$ cat src/rtl/dmac_evt_pkg.sv
// Package: shared offsets, read-select codes and write strobes for the DMA
// event and loop control bank. Assumes byte addressing with word-aligned
// registers.
package dmac_evt_pkg;

    localparam int unsigned OFS_STOP     = 32'h140;
    localparam int unsigned OFS_PEND     = 32'h144;
    localparam int unsigned OFS_IEN      = 32'h148;
    localparam int unsigned OFS_IEN_CLR  = 32'h14C;
    localparam int unsigned OFS_LOOP     = 32'h150;
    localparam int unsigned OFS_LOOP_CLR = 32'h15C;

    typedef enum logic [1:0] {
        RSEL_ZERO = 2'd0,
        RSEL_PEND = 2'd1,
        RSEL_IEN  = 2'd2,
        RSEL_LOOP = 2'd3
    } rd_sel_e;

    typedef struct packed {
        logic pend_w1c;
        logic ien_wr;
        logic ien_clr;
        logic loop_wr;
        logic loop_clr;
        logic stop_wr;
    } wr_stb_t;

endpackage

$ cat src/rtl/dmac_evt_decode.sv
// Module: address decoder. Turns the write strobe and offset into one
// strobe per register and picks the read source. Assumes offsets fit in
// ADDR_W bits. Aliases and the stop register select zero on reads.
module dmac_evt_decode
    import dmac_evt_pkg::*;
#(
    parameter int unsigned ADDR_W = 12
) (
    input  logic              wr,
    input  logic [ADDR_W-1:0] addr,
    output wr_stb_t           stb,
    output rd_sel_e           sel
);

    // Decode offset into write strobes and read select.
    always_comb begin
        stb = '0;
        sel = RSEL_ZERO;
        case (addr)
            ADDR_W'(OFS_PEND): begin
                stb.pend_w1c = wr;
                sel          = RSEL_PEND;
            end
            ADDR_W'(OFS_IEN): begin
                stb.ien_wr = wr;
                sel        = RSEL_IEN;
            end
            ADDR_W'(OFS_IEN_CLR):  stb.ien_clr  = wr;
            ADDR_W'(OFS_LOOP): begin
                stb.loop_wr = wr;
                sel         = RSEL_LOOP;
            end
            ADDR_W'(OFS_LOOP_CLR): stb.loop_clr = wr;
            ADDR_W'(OFS_STOP):     stb.stop_wr  = wr;
            default: ;
        endcase
    end

endmodule

$ cat src/rtl/dmac_irq_bank.sv
// Module: pending flags, interrupt enables and the combined interrupt.
// Each channel has one pending flag. The flag is set by its event input
// and cleared by a write-one. If both arrive together, the set wins.
// Assumes event inputs are synchronous to clk.
module dmac_irq_bank #(
    parameter int unsigned NCH = 16
) (
    input  logic           clk,
    input  logic           rst_n,
    input  logic [NCH-1:0] evt_set,
    input  logic           pend_w1c,
    input  logic           ien_wr,
    input  logic           ien_clr,
    input  logic [NCH-1:0] wbits,
    output logic [NCH-1:0] pending,
    output logic [NCH-1:0] enable,
    output logic           irq
);

    for (genvar n = 0; n < NCH; n++) begin : g_ch
        // Pending flag: set beats write-one-to-clear.
        always_ff @(posedge clk) begin
            if (!rst_n)                     pending[n] <= 1'b0;
            else if (evt_set[n])            pending[n] <= 1'b1;
            else if (pend_w1c && wbits[n])  pending[n] <= 1'b0;
        end

        // Enable bit: whole write or clear alias.
        always_ff @(posedge clk) begin
            if (!rst_n)                     enable[n] <= 1'b0;
            else if (ien_wr)                enable[n] <= wbits[n];
            else if (ien_clr && wbits[n])   enable[n] <= 1'b0;
        end
    end

    // Combined interrupt, registered once.
    always_ff @(posedge clk) begin
        if (!rst_n) irq <= 1'b0;
        else        irq <= |(pending & enable);
    end

    AST_EVT_SETS: assert property (@(posedge clk) disable iff (!rst_n)
        (evt_set != '0) |=> ((pending & $past(evt_set)) == $past(evt_set)));
    AST_SET_WINS: assert property (@(posedge clk) disable iff (!rst_n)
        (pend_w1c && ((evt_set & wbits) != '0)) |=>
        ((pending & $past(evt_set & wbits)) == $past(evt_set & wbits)));
    AST_W1C_CLEARS: assert property (@(posedge clk) disable iff (!rst_n)
        pend_w1c |=> ((pending & $past(wbits & ~evt_set)) == '0));
    AST_IEN_CLEARS: assert property (@(posedge clk) disable iff (!rst_n)
        (ien_clr && !ien_wr) |=> ((enable & $past(wbits)) == '0));
    AST_IRQ_RISE: assert property (@(posedge clk) disable iff (!rst_n)
        ((pending & enable) != '0) |=> irq);
    AST_IRQ_FALL: assert property (@(posedge clk) disable iff (!rst_n)
        ((pending & enable) == '0) |=> !irq);

endmodule

$ cat src/rtl/dmac_loop_bank.sv
// Module: loop control pairs and stop pulses. Channel n has a low bit at
// n and a high bit at n+HI_OFS, and loops only while both are set.
// A write to the stop register makes a one-cycle pulse for each bit
// written as 1. Assumes NCH <= HI_OFS and HI_OFS + NCH <= DW.
module dmac_loop_bank #(
    parameter int unsigned NCH    = 16,
    parameter int unsigned DW     = 32,
    parameter int unsigned HI_OFS = 16
) (
    input  logic           clk,
    input  logic           rst_n,
    input  logic           loop_wr,
    input  logic           loop_clr,
    input  logic           stop_wr,
    input  logic [DW-1:0]  wdata,
    output logic [DW-1:0]  loop_word,
    output logic [NCH-1:0] loop_run,
    output logic [NCH-1:0] stop_pulse
);

    logic [NCH-1:0] lo_q;
    logic [NCH-1:0] hi_q;

    for (genvar n = 0; n < NCH; n++) begin : g_pair
        // Low half of the pair.
        always_ff @(posedge clk) begin
            if (!rst_n)                    lo_q[n] <= 1'b0;
            else if (loop_wr)              lo_q[n] <= wdata[n];
            else if (loop_clr && wdata[n]) lo_q[n] <= 1'b0;
        end

        // High half of the pair.
        always_ff @(posedge clk) begin
            if (!rst_n)                             hi_q[n] <= 1'b0;
            else if (loop_wr)                       hi_q[n] <= wdata[n+HI_OFS];
            else if (loop_clr && wdata[n+HI_OFS])   hi_q[n] <= 1'b0;
        end

        assign loop_run[n] = lo_q[n] & hi_q[n];
    end

    // Assemble the readable loop word.
    always_comb begin
        loop_word = '0;
        loop_word[NCH-1:0]         = lo_q;
        loop_word[HI_OFS +: NCH]   = hi_q;
    end

    // One-cycle stop pulses.
    always_ff @(posedge clk) begin
        if (!rst_n)       stop_pulse <= '0;
        else if (stop_wr) stop_pulse <= wdata[NCH-1:0];
        else              stop_pulse <= '0;
    end

    AST_LOOP_PAIR: assert property (@(posedge clk) disable iff (!rst_n)
        loop_wr |=> (loop_run == ($past(wdata[NCH-1:0]) & $past(wdata[HI_OFS +: NCH]))));
    AST_LOOP_CLR: assert property (@(posedge clk) disable iff (!rst_n)
        (loop_clr && !loop_wr) |=> ((loop_word & $past(wdata)) == '0));
    AST_STOP_SRC: assert property (@(posedge clk) disable iff (!rst_n)
        (stop_pulse != '0) |-> $past(stop_wr));
    AST_STOP_ONCE: assert property (@(posedge clk) disable iff (!rst_n)
        (!stop_wr) |=> (stop_pulse == '0));

endmodule

$ cat src/rtl/dmac_evt_ctl.sv
// Module: top of the DMA event and loop control bank. Merges the two
// event sources per channel, decodes the register port and registers the
// read data. Assumes a single register master, with reg_wr and reg_rd
// synchronous to clk.
module dmac_evt_ctl
    import dmac_evt_pkg::*;
#(
    parameter int unsigned NCH    = 16,
    parameter int unsigned DW     = 32,
    parameter int unsigned ADDR_W = 12
) (
    input  logic              clk,
    input  logic              rst_n,
    input  logic              reg_wr,
    input  logic              reg_rd,
    input  logic [ADDR_W-1:0] reg_addr,
    input  logic [DW-1:0]     reg_wdata,
    output logic [DW-1:0]     reg_rdata,
    input  logic [NCH-1:0]    done_evt,
    input  logic [NCH-1:0]    half_evt,
    output logic              irq,
    output logic [NCH-1:0]    loop_run,
    output logic [NCH-1:0]    ch_stop
);

    localparam int unsigned HI_OFS = DW / 2;

    wr_stb_t        stb;
    rd_sel_e        sel;
    logic [NCH-1:0] pending;
    logic [NCH-1:0] enable;
    logic [DW-1:0]  loop_word;
    logic [NCH-1:0] evt_any;

    // Either event source raises the channel's pending flag.
    assign evt_any = done_evt | half_evt;

    dmac_evt_decode #(.ADDR_W(ADDR_W)) u_dec (
        .wr   (reg_wr),
        .addr (reg_addr),
        .stb  (stb),
        .sel  (sel)
    );

    dmac_irq_bank #(.NCH(NCH)) u_irq (
        .clk      (clk),
        .rst_n    (rst_n),
        .evt_set  (evt_any),
        .pend_w1c (stb.pend_w1c),
        .ien_wr   (stb.ien_wr),
        .ien_clr  (stb.ien_clr),
        .wbits    (reg_wdata[NCH-1:0]),
        .pending  (pending),
        .enable   (enable),
        .irq      (irq)
    );

    dmac_loop_bank #(.NCH(NCH), .DW(DW), .HI_OFS(HI_OFS)) u_loop (
        .clk        (clk),
        .rst_n      (rst_n),
        .loop_wr    (stb.loop_wr),
        .loop_clr   (stb.loop_clr),
        .stop_wr    (stb.stop_wr),
        .wdata      (reg_wdata),
        .loop_word  (loop_word),
        .loop_run   (loop_run),
        .stop_pulse (ch_stop)
    );

    // Registered read mux; zero when idle or unmapped.
    always_ff @(posedge clk) begin
        if (!rst_n || !reg_rd) begin
            reg_rdata <= '0;
        end else begin
            case (sel)
                RSEL_PEND: reg_rdata <= DW'(pending);
                RSEL_IEN:  reg_rdata <= DW'(enable);
                RSEL_LOOP: reg_rdata <= loop_word;
                default:   reg_rdata <= '0;
            endcase
        end
    end

    AST_RD_IDLE: assert property (@(posedge clk) disable iff (!rst_n)
        (!reg_rd) |=> (reg_rdata == '0));
    AST_RD_NOEVT: assert property (@(posedge clk) disable iff (!rst_n)
        (reg_rd && (reg_addr == ADDR_W'(OFS_IEN_CLR))) |=> (reg_rdata == '0));

endmodule

$ cat config.mk
export PLATFORM = sky130hd
export DESIGN_NAME = dmac_evt_ctl
export DESIGN_NICKNAME = d
export VERILOG_FILES = /design/src/rtl/dmac_evt_pkg.sv /design/src/rtl/dmac_evt_decode.sv /design/src/rtl/dmac_irq_bank.sv /design/src/rtl/dmac_loop_bank.sv /design/src/rtl/dmac_evt_ctl.sv
export SDC_FILE = /design/constraint.sdc
export NUM_CORES = 1
export LEC_CHECK = 0
export BUFFER_PORTS_ARGS = -buffer_cell sky130_fd_sc_hd__buf_2
export CAP_MARGIN = 40
export CORE_ASPECT_RATIO = 1.2
export CORE_MARGIN = 2
export CORE_UTILIZATION = 45
export CTS_CLUSTER_SIZE = 10
export DETAILED_ROUTE_END_ITERATION = 10
export GPL_TIMING_DRIVEN = 0
export PLACE_DENSITY_LB_ADDON = 0.3
export SLEW_MARGIN = 20
export SYNTH_ARGS = -nofsm -noshare
export SYNTH_HDL_FRONTEND = slang
export SYNTH_SLANG_ARGS = --single-unit
$ cat constraint.sdc
create_clock -name clk -period 5 [get_ports clk]
set_clock_uncertainty 0.2 [all_clocks]
set_input_delay 1 -clock clk [delete_from_list [all_inputs] [get_ports clk]]
set_output_delay 1 -clock clk [all_outputs]
set_load 0.02 [all_outputs]
======== Yosys cells after proc, flatten, opt, wreduce, memory -nomap -nowiden ========
Cells that the tools add are included.
storage, ports and cells
  bits of input ports ..................... 80
  output and inout bits ................... 65
  logic and storage cells ................. 363
  register bits ........................... 113
cells by class
  reduce and logical (&&, ||, !) cells .... 133
  bitwise operators ....................... 18
  equal/unequal tests ..................... 9
  mux-type cells .......................... 136
operator list
  operator               count
  $mux W1                134
  $reduce_bool A2 Y1     64
  $pmux W32 S3           1
  $eq A12 B9 Y1 const B  6
  $logic_and A1 B1 Y1    64
  $and A1 B1 Y1          16
  $and A16 B16 Y16       1
  $or A16 B16 Y16        1
  $reduce_or A16 Y1      1
  $pmux W2 S3            1
  $eq A2 B2 Y1 const B   2
  $eq A2 B1 Y1 const B   1
  $logic_not A1 Y1       2
  $reduce_and A2 Y1      1
  $logic_or A1 B1 Y1     1

======== Logic depth before layout (Yosys ltp) ========
Gate-level depths: netlist (run 1).
  word-level depth ........................ 5
  depth in mapped cells ................... 6
  depth with buffers taken out ............ 4

======== Cells and area by module ========
From an unflattened synthesis (run 1), not the netlist that was laid out.
second synthesis, totals
  cell total of the unflattened synthesis .. 550
  area, all modules ....................... 4929.7 µm²
by module, submodules not included
  module           area an instance (µm²)  cells each  instances
  dmac_loop_bank   1994.4                  224         1
  dmac_irq_bank    1403.8                  182         1
  dmac_evt_ctl     1370.1                  124         1
  dmac_evt_decode  161.4                   20          1

======== Worst setup path after synthesis (run 1) ========
No wires, ideal clock.
  path kind ............................... input port to flip-flop
  start point ............................. input port reg_addr[9]
  end point ............................... register u_loop.lo_q[0] (netlist: u_loop.loop_word[0])
  cell stages on the path ................. 5
  library setup time ...................... 117 ps
  required time ........................... 4683 ps
  data arrival time ....................... 2440 ps
  path slack .............................. 2243 ps
  buffers on the path ..................... 1
  path through ............................ or4b_4 > nor4_4 > buf_6 > nand2_1 > a32o_1
between the ends
  word-level cells in the longest chain between the ends .. 4
  elaborated cells on any way between the ends .. 7
  classes of those cells .................. eq/ne: 2; mux: 3; reduce/logical: 2
RTL lines
  what                           RTL line               source
  start, declared                dmac_evt_ctl.sv:16     input logic [ADDR_W-1:0] reg_addr,
  $eq A12 B9 Y1                  dmac_evt_decode.sv:19  case (addr)
  $mux W1                        dmac_evt_decode.sv:19
  $logic_and A1 B1 Y1            dmac_loop_bank.sv:29   else if (loop_clr && wdata[n]) lo_q[n] <= 1'b0;
  $reduce_bool A2 Y1 (no line)   n/a
  end signal, assigned by index  dmac_loop_bank.sv:28   else if (loop_wr) lo_q[n] <= wdata[n];
  end, declared                  dmac_loop_bank.sv:21   logic [NCH-1:0] lo_q;
Parallel ways exist; a longest one is shown, timed or not.
A chain may end at the register's enable or synchronous reset.

======== Worst setup path in the final report (run 1) ========
  start point ............................. input port reg_addr[9]
  end point ............................... register u_loop.stop_pulse[12]
between the ends
  word-level cells in the longest chain between the ends .. 3
RTL lines
  what                         RTL line               source
  $eq A12 B9 Y1                dmac_evt_decode.sv:19
  $mux W1                      dmac_evt_decode.sv:19
  $reduce_and A2 Y1 (no line)  n/a
  end signal, assigned         dmac_loop_bank.sv:52   else if (stop_wr) stop_pulse <= wdata[NCH-1:0];
  end, declared                dmac_loop_bank.sv:18   output logic [NCH-1:0] stop_pulse
No other way between the ends.

==> results summary, run 1 <==
The flow ran to the end, and the final reports show no timing, DRC or antenna violations. The worst ir drop on vdd came out at 0.254 mV. The detailed router's first-iteration violation count came out at 221.

The highest clock rate is 315 MHz. Setup repair after global routing left no endpoint under its margin. The die covers 10300 sq um.

The commonest cells after synthesis are sky130_fd_sc_hd__dfxtp_1 (113), sky130_fd_sc_hd__nand2_1 (53), sky130_fd_sc_hd__a32o_1 (48), sky130_fd_sc_hd__and2_1 (48), sky130_fd_sc_hd__nor2_1 (36). The net total in the final layout is 662. The number of post-CTS setup repair buffers came out at 0. The leakage power total is 2.37 nW. The area overhead of the layout relative to synthesis came out at 33.4%. The number of antenna violations at the first check in global routing came out at 0.

In this run the worst hold path is classified as flip-flop to flip-flop. The mux cell area share after synthesis came out at 0%. Adding up every negative setup slack in the final design gives 0 ns. 0 antenna diodes ended up in the layout. STA puts the critical path data required time at 5.15 ns. The total global routing track utilization is 24.5%.

Data arrives at the worst endpoint at 3.32 ns. Pin placement for this block handled 145 I/O pins. TritonCTS created 17 clock buffers.

Of all flip-flops after synthesis, the portion carrying an async set or reset was 0%. The total global routing overflow is 0. The number of buffers inserted by hold repair at cts is 0. The cell with the most instances after synthesis is sky130_fd_sc_hd__dfxtp_1.

The cell row count came out at 39. The via count of the first global-routing pass is 3798. In this run the tool buffered the top-level ports with 144 buffer cells. STA classifies the critical path startpoint as an input port. The count of buffer and inverter cells on the critical path came out at 2. The arithmetic-cell share of the synthesized area counting full adders, half adders and majority gates came out at 0%. For this run, the detailed router's first-pass iteration total came to 6. The post-synthesis compound-gate area fraction came out at 24.8%. The power density relative to cell area is 370 nW/um^2. After synthesis the cells add up to 4280 sq um. The part of the cycle the worst path needs is 63.6%.

The H-tree was split into 4 levels. The post-route worst setup slack came out at 1.82 ns. The final layout contains routed wiring with a total length of 12500 um. Of the total synthesized cell area, the portion taken by XOR and XNOR cells is 0%.

The max-capacitance violation count is 0. Clock-pin slew was measured on the worst setup and hold paths at 0.05 ns. The CTS sink count is 113.

The global-route wire length before repair came out at 19300 um. The remaining max-slew budget at the tightest pin is 46.4%. The most used flip-flop cell after synthesis is sky130_fd_sc_hd__dfxtp_1. In this run, synthesis inferred 0 flip-flops with an integrated enable. The post-cts gate resize count is 0.

The remaining design rule violation count is 0. The share of post-route cells with drive strength above 1 is 31.3%. Measured along the y axis, the die boundary spans 111 um.

The measured slew at the worst slew-check pin is 0.794 ns. The total count of hold-check failures in the final report is 0. The dominant combinational cell family by area after synthesis is compound AO/OA/AOI/OAI gates. The net count of the mapped netlist is 498. The delay of the slowest critical-path stage came out at 0.71 ns. Counting flops and latches in the post-synthesis netlist gives 113.

For this run, the number of Yosys warnings is 0. The largest fanout on the critical path is 10. CTS placed an instance of sky130_fd_sc_hd__clkbuf_16 at the clock tree root. Dividing the synthesized area by the synthesized cell count gives 10.2 sq um. The share of the Yosys chip area taken by registers is 52.8%. The number of endpoints failing setup at the final stage is 0. TritonCTS built the clock tree. The routed design could run at a clock period as short as 3.18 ns. After technology mapping, the gate count stands at 418. The synthesized netlist devotes 19.3% of its cell area to simple gates. The critical path is of the input port to flip-flop type. The count of placed standard cells in the final layout, fillers left out is 717.

The cell with the largest stage delay on the worst path is sky130_fd_sc_hd__nor4b_1. Routability-driven placement finished with a final weighted congestion of 0.951. The largest buffer count on any clock path is 2.

The via count came out at 4020. The largest net degree at the start of global routing is 17. The overall power after layout came out at 2.12 mW.

The critical path goes through buf_2 -> nor4b_1 -> nand2_1 -> nor2_1 -> clkbuf_1 -> and2_1. The number of cells after detailed placement is 685. The average detailed-routed wire length per instance is 17.4 um. By area the synthesized netlist is led by sky130_fd_sc_hd__dfxtp_1 (53%), sky130_fd_sc_hd__a32o_1 (11%), sky130_fd_sc_hd__and2_1 (7.0%). The HPWL after detailed placement came out at 9370 um.

Among cell families on the critical path, the largest total delay comes from simple AND/OR/NAND/NOR gates. The count of cell types in the netlist is 32. The initial standard-cell utilization of the core is 45.7%. The top cell type's share of synthesized area is 52.8%. The width of the die came out at 93.1 um.

The detail route stage leaves a number of antenna-violating nets equal to 0. The max-slew violation count is 0. STA classifies the critical path endpoint as a flip-flop. The core region is 9370 sq um. The pre-CTS setup slack is 1.45 ns. The post-detailed-route via-to-cell ratio came out at 5.61. The worst-skew pair later-pin latency came out at 0.40 ns. The dominant cell type by area after synthesis is sky130_fd_sc_hd__dfxtp_1.
==> stage by stage <==
| step | area (sq um) | hold WS, ns | util (%) |
|---|---|---|---|
| 6_report | 5720 | 0.279 | 61.0 |
| 4_1_cts | 5710 | 0.282 | 60.9 |
| 5_1_grt | 5720 | 0.300 | 61.0 |
| 2_1_floorplan | 4280 | 0.244 | - |
| 3_5_place_dp | 5160 | 0.267 | 55.1 |
| 3_3_place_gp | 5160 | 0.251 | 55.1 |
==> path summary, 6_finish.rpt <==
| path | start | cells after the start | end | slack, ns |
|---|---|---|---|---|
| setup reg to reg | u_irq.pending[8] | 4 | u_irq.irq | 3.35 |
| hold / removal | u_loop.loop_word[17] | 1 | reg_rdata[17] | 0.28 |
| setup / recovery | reg_addr[9] | 6 | u_loop.stop_pulse[12] | 1.82 |
| hold reg to reg | u_loop.loop_word[17] | 1 | reg_rdata[17] | 0.28 |
==> kinds of logic (layout without fill, tap and decap cells) <==
group           after synthesis  in the layout
simple gates                156            156
buf+inv                      24            200
flops                       113            113
compound gates              125            125
==> cells in the final DEF (no fill, tap or decap), types with 4 or more instances in the layout <==
cell type,instances
sky130_fd_sc_hd__dfxtp_1,113
sky130_fd_sc_hd__clkbuf_16,17
sky130_fd_sc_hd__and2_1,48
sky130_fd_sc_hd__a22oi_1,20
sky130_fd_sc_hd__nor2_1,36
sky130_fd_sc_hd__a31oi_1,16
sky130_fd_sc_hd__buf_2,146
sky130_fd_sc_hd__clkbuf_1,19
sky130_fd_sc_hd__a2bb2oi_1,16
sky130_fd_sc_hd__nand2_1,53
sky130_fd_sc_hd__a32o_1,48
sky130_fd_sc_hd__nand3_1,5
sky130_fd_sc_hd__buf_6,5
sky130_fd_sc_hd__o31ai_1,16
sky130_fd_sc_hd__clkbuf_8,4
sky130_fd_sc_hd__clkinv_2,5
==> per-layer routing <==
layer / track usage (%) / wire (um) / vias up
li1: - / - / 1910
met1: 30.7 / 5260 / 1946
met5: 0 / 0 / -
met2: 39.7 / 6200 / 147
met4: 8.82 / 232 / 0
met3: 7.34 / 796 / 17
==> cell type report <==
class                      count  area (sq um)
clock buffer                  25           495
inverter                       1          3.75
multi-input combinational    281          1890
clock inverter                 6          55.1
buffer                        23           126
tap                          123           154
timing repair buffer         145           728
sequential                   113          2260
fill                         843          3650
==> power breakdown <==
part           leakage (nW)  total [mW]  internal (mW)  switching, mW
sequential            0.916       0.921          0.912        0.00915
combinational          1.18      0.0909         0.0377         0.0533
clock                 0.277        1.11          0.726          0.379
==> flip-flops by register name (all words and copies together) (netlist names) <==
signal	cells
u_irq.enable	16
u_loop.stop_pulse	16
u_irq.irq	1
u_irq.pending	16
u_loop.loop_word	32
reg_rdata	32
Power figures use the tool's default switching activity.
==> inputs of run 2 (changes only) <==
- clock period: 5 -> 2.81 ns (I/O delays scaled with it)
==> run 2 against run 1 <==
Net effect:
- critical path type unchanged
- sequential power grew 78%
- first-iteration DRC count shrank 10%
- worst hold slack lost 0.10 ns
- global-route usage is the same
- critical endpoint unchanged
==> results summary, run 2 (same netlist as run 1, synthesis figures left out) <==
The worst setup path is launched from an input port. The total inserted antenna cells came out at 0. TritonCTS built the clock tree. Setup repair after global routing left no endpoint under its margin.

The kind of cell with the highest combined delay along the critical path is simple AND/OR/NAND/NOR gates. The number of buffers inserted by hold repair at cts is 0. In the global route stage, met2 resource usage came out at 39.7%. The cell with the largest stage delay on the worst path is sky130_fd_sc_hd__nor4b_1. The share of post-route cells with drive strength above 1 is 31.5%. The worst ir drop on vdd is 0.449 mV. The height of the die is 111 um. The root buffer cell chosen for the clock tree is sky130_fd_sc_hd__clkbuf_16. The first global-routing pass estimated 19300 um of wire. For the worst setup path, the data required time is 2.96 ns.

After detailed routing, the number of vias per cell comes to 5.61. Pin placement for this block handled 145 I/O pins. The met1 routing resource usage after global routing is 30.7%. The final critical path time including I/O delays and setup is 2.59 ns. The delay of the slowest critical-path stage is 0.58 ns. Entering global routing, the biggest net connects 17 pins. The worst hold path belongs to the class input port to flip-flop. The count of buffer and inverter cells on the critical path came out at 2. The area of the placeable core is 9370 sq um. The library cell used most frequently in the layout, excluding fill and tap cells, is sky130_fd_sc_hd__buf_2. The total global routing track utilization came out at 24.5%.

The max-slew violation count came out at 0. The pre-CTS setup slack came out at -0.298 ns. The first TritonRoute pass finished after 5 iterations. Global routing finished with a remaining overflow of 0. Dividing the final minimum period by the clock period gives 92.2%. Summed over all cells, the static leakage comes to 2.38 nW.

The arrival time reported for the critical path endpoint came out at 2.74 ns. The layer with the highest usage is met2. Setup total negative slack on the finished layout was measured at 0 ns. STA classifies the critical path endpoint as a flip-flop. The library cells used most frequently in the layout, excluding fill and tap cells, are sky130_fd_sc_hd__buf_2 (146), sky130_fd_sc_hd__dfxtp_1 (113), sky130_fd_sc_hd__nand2_1 (53), sky130_fd_sc_hd__and2_1 (48), sky130_fd_sc_hd__a32o_1 (48). The worst-skew pair later-pin latency is 0.41 ns. The power density relative to cell area is 658 nW/um^2. The number of levels the H-tree was split into is 4. The flow ran to the end, and the final reports show no timing, DRC or antenna violations. The number of antenna violations at the first check in global routing is 0. The HPWL after detailed placement is 9370 um. Headroom to the max-slew limit came out at 45.0%. The max-capacitance violation count is 0. Timing would allow up to 386 MHz. For the pin with the worst max-slew slack, the measured transition is 0.824 ns. Setup violations remaining at the end of the flow were counted as 0. The largest buffer count on any clock path is 2. The placer congestion estimate is 0.951.

The cell row count came out at 39. The total count of hold-check failures in the final report is 0. The signal on the critical path passes through buf_2 -> nor4b_1 -> nand2_1 -> nor2_1 -> clkbuf_1 -> and2_1. For this configuration, the core starts out at a cell density of 45.7%. The net total in the final layout came out at 662.

After detailed routing, the number of remaining DRC violations is 0. The number of buffers created by CTS came out at 17. The average detailed-routed wire length per instance came out at 17.4 um. Counting every sink on the clock net gives 113. The area overhead of the layout relative to synthesis is 33.6%. The worst setup path is of the input port to flip-flop kind. Setup slack on the critical path of the routed design comes to 0.220 ns. The largest fanout on the critical path is 10. The via count of the first global-routing pass is 3798.

For met3 alone, demand over resource in global routing was 7.34%. Once detail routing completed, the nets flagged for antenna violations numbered 0. The floorplan step set the die width to 93.1 um. The die footprint came out at 10300 sq um. The wire length after detailed routing is 12500 um. In this run the tool buffered the top-level ports with 144 buffer cells.

The first routing iteration left 198 violations. Clock-pin slew was measured on the worst setup and hold paths at 0.05 ns. The routed layout has 4021 vias.
==> run 2: where the power goes <==
part / internal, mW / switching [mW]
combinational: 0.0673 / 0.0951
clock: 1.29 / 0.675
sequential: 1.62 / 0.0159
==> run 2: final cells by class <==
cell class	count	area, sq um
Buffer	23	126
Clock buffer	25	495
Clock inverter	6	55.1
Fill cell	846	3650
Inverter	1	3.75
Multi-Input combinational cell	281	1900
Sequential cell	113	2260
Tap cell	123	154
Timing Repair Buffer	145	728
==> run 2: repair_timing <==
item	in CTS	in global routing
setup endpoints to repair	0	10
buffers inserted	0	0
gates resized for setup	0	1
==> run 2: worst register-to-register path, cell delays in order (launching register included) <==
cell	delay, ns
sky130_fd_sc_hd__dfxtp_1	0.34
sky130_fd_sc_hd__a22o_1	0.24
sky130_fd_sc_hd__a221oi_1	0.38
sky130_fd_sc_hd__nand3_1	0.15
sky130_fd_sc_hd__o21a_1	0.23
==> run 2: worst paths after layout <==
path | startpoint | end | slack [ns] | cells after the start
max | reg_addr[7] | u_loop.stop_pulse[12] | 0.22 | 6
min | reg_wdata[31] | u_loop.loop_word[31] | 0.18 | 2
max reg2reg | u_irq.pending[8] | u_irq.irq | 1.16 | 4
min reg2reg | u_loop.loop_word[17] | reg_rdata[17] | 0.28 | 1
==> run 2: through the flow <==
stage / power [mW] / utilization (%) / hold WS [ns] / std cells / area, sq um
2_1_floorplan: 1.72 / - / 0.244 / 418 / 4280
3_3_place_gp: 1.82 / 55.1 / 0.251 / 685 / 5160
3_5_place_dp: 1.83 / 55.1 / 0.267 / 685 / 5160
4_1_cts: 3.79 / 60.9 / 0.164 / 716 / 5710
5_1_grt: 3.88 / 61.1 / 0.175 / 717 / 5720
6_report: 3.77 / 61.1 / 0.176 / 717 / 5720
==> run 2: layer usage <==
metal / routed length, um / up-vias / share of wire [%]
met5: 0 / - / 0
li1: - / 1913 / -
met4: 234 / 0 / 1.9
met1: 5190 / 1933 / 42
met2: 6200 / 156 / 50
met3: 880 / 19 / 7.0
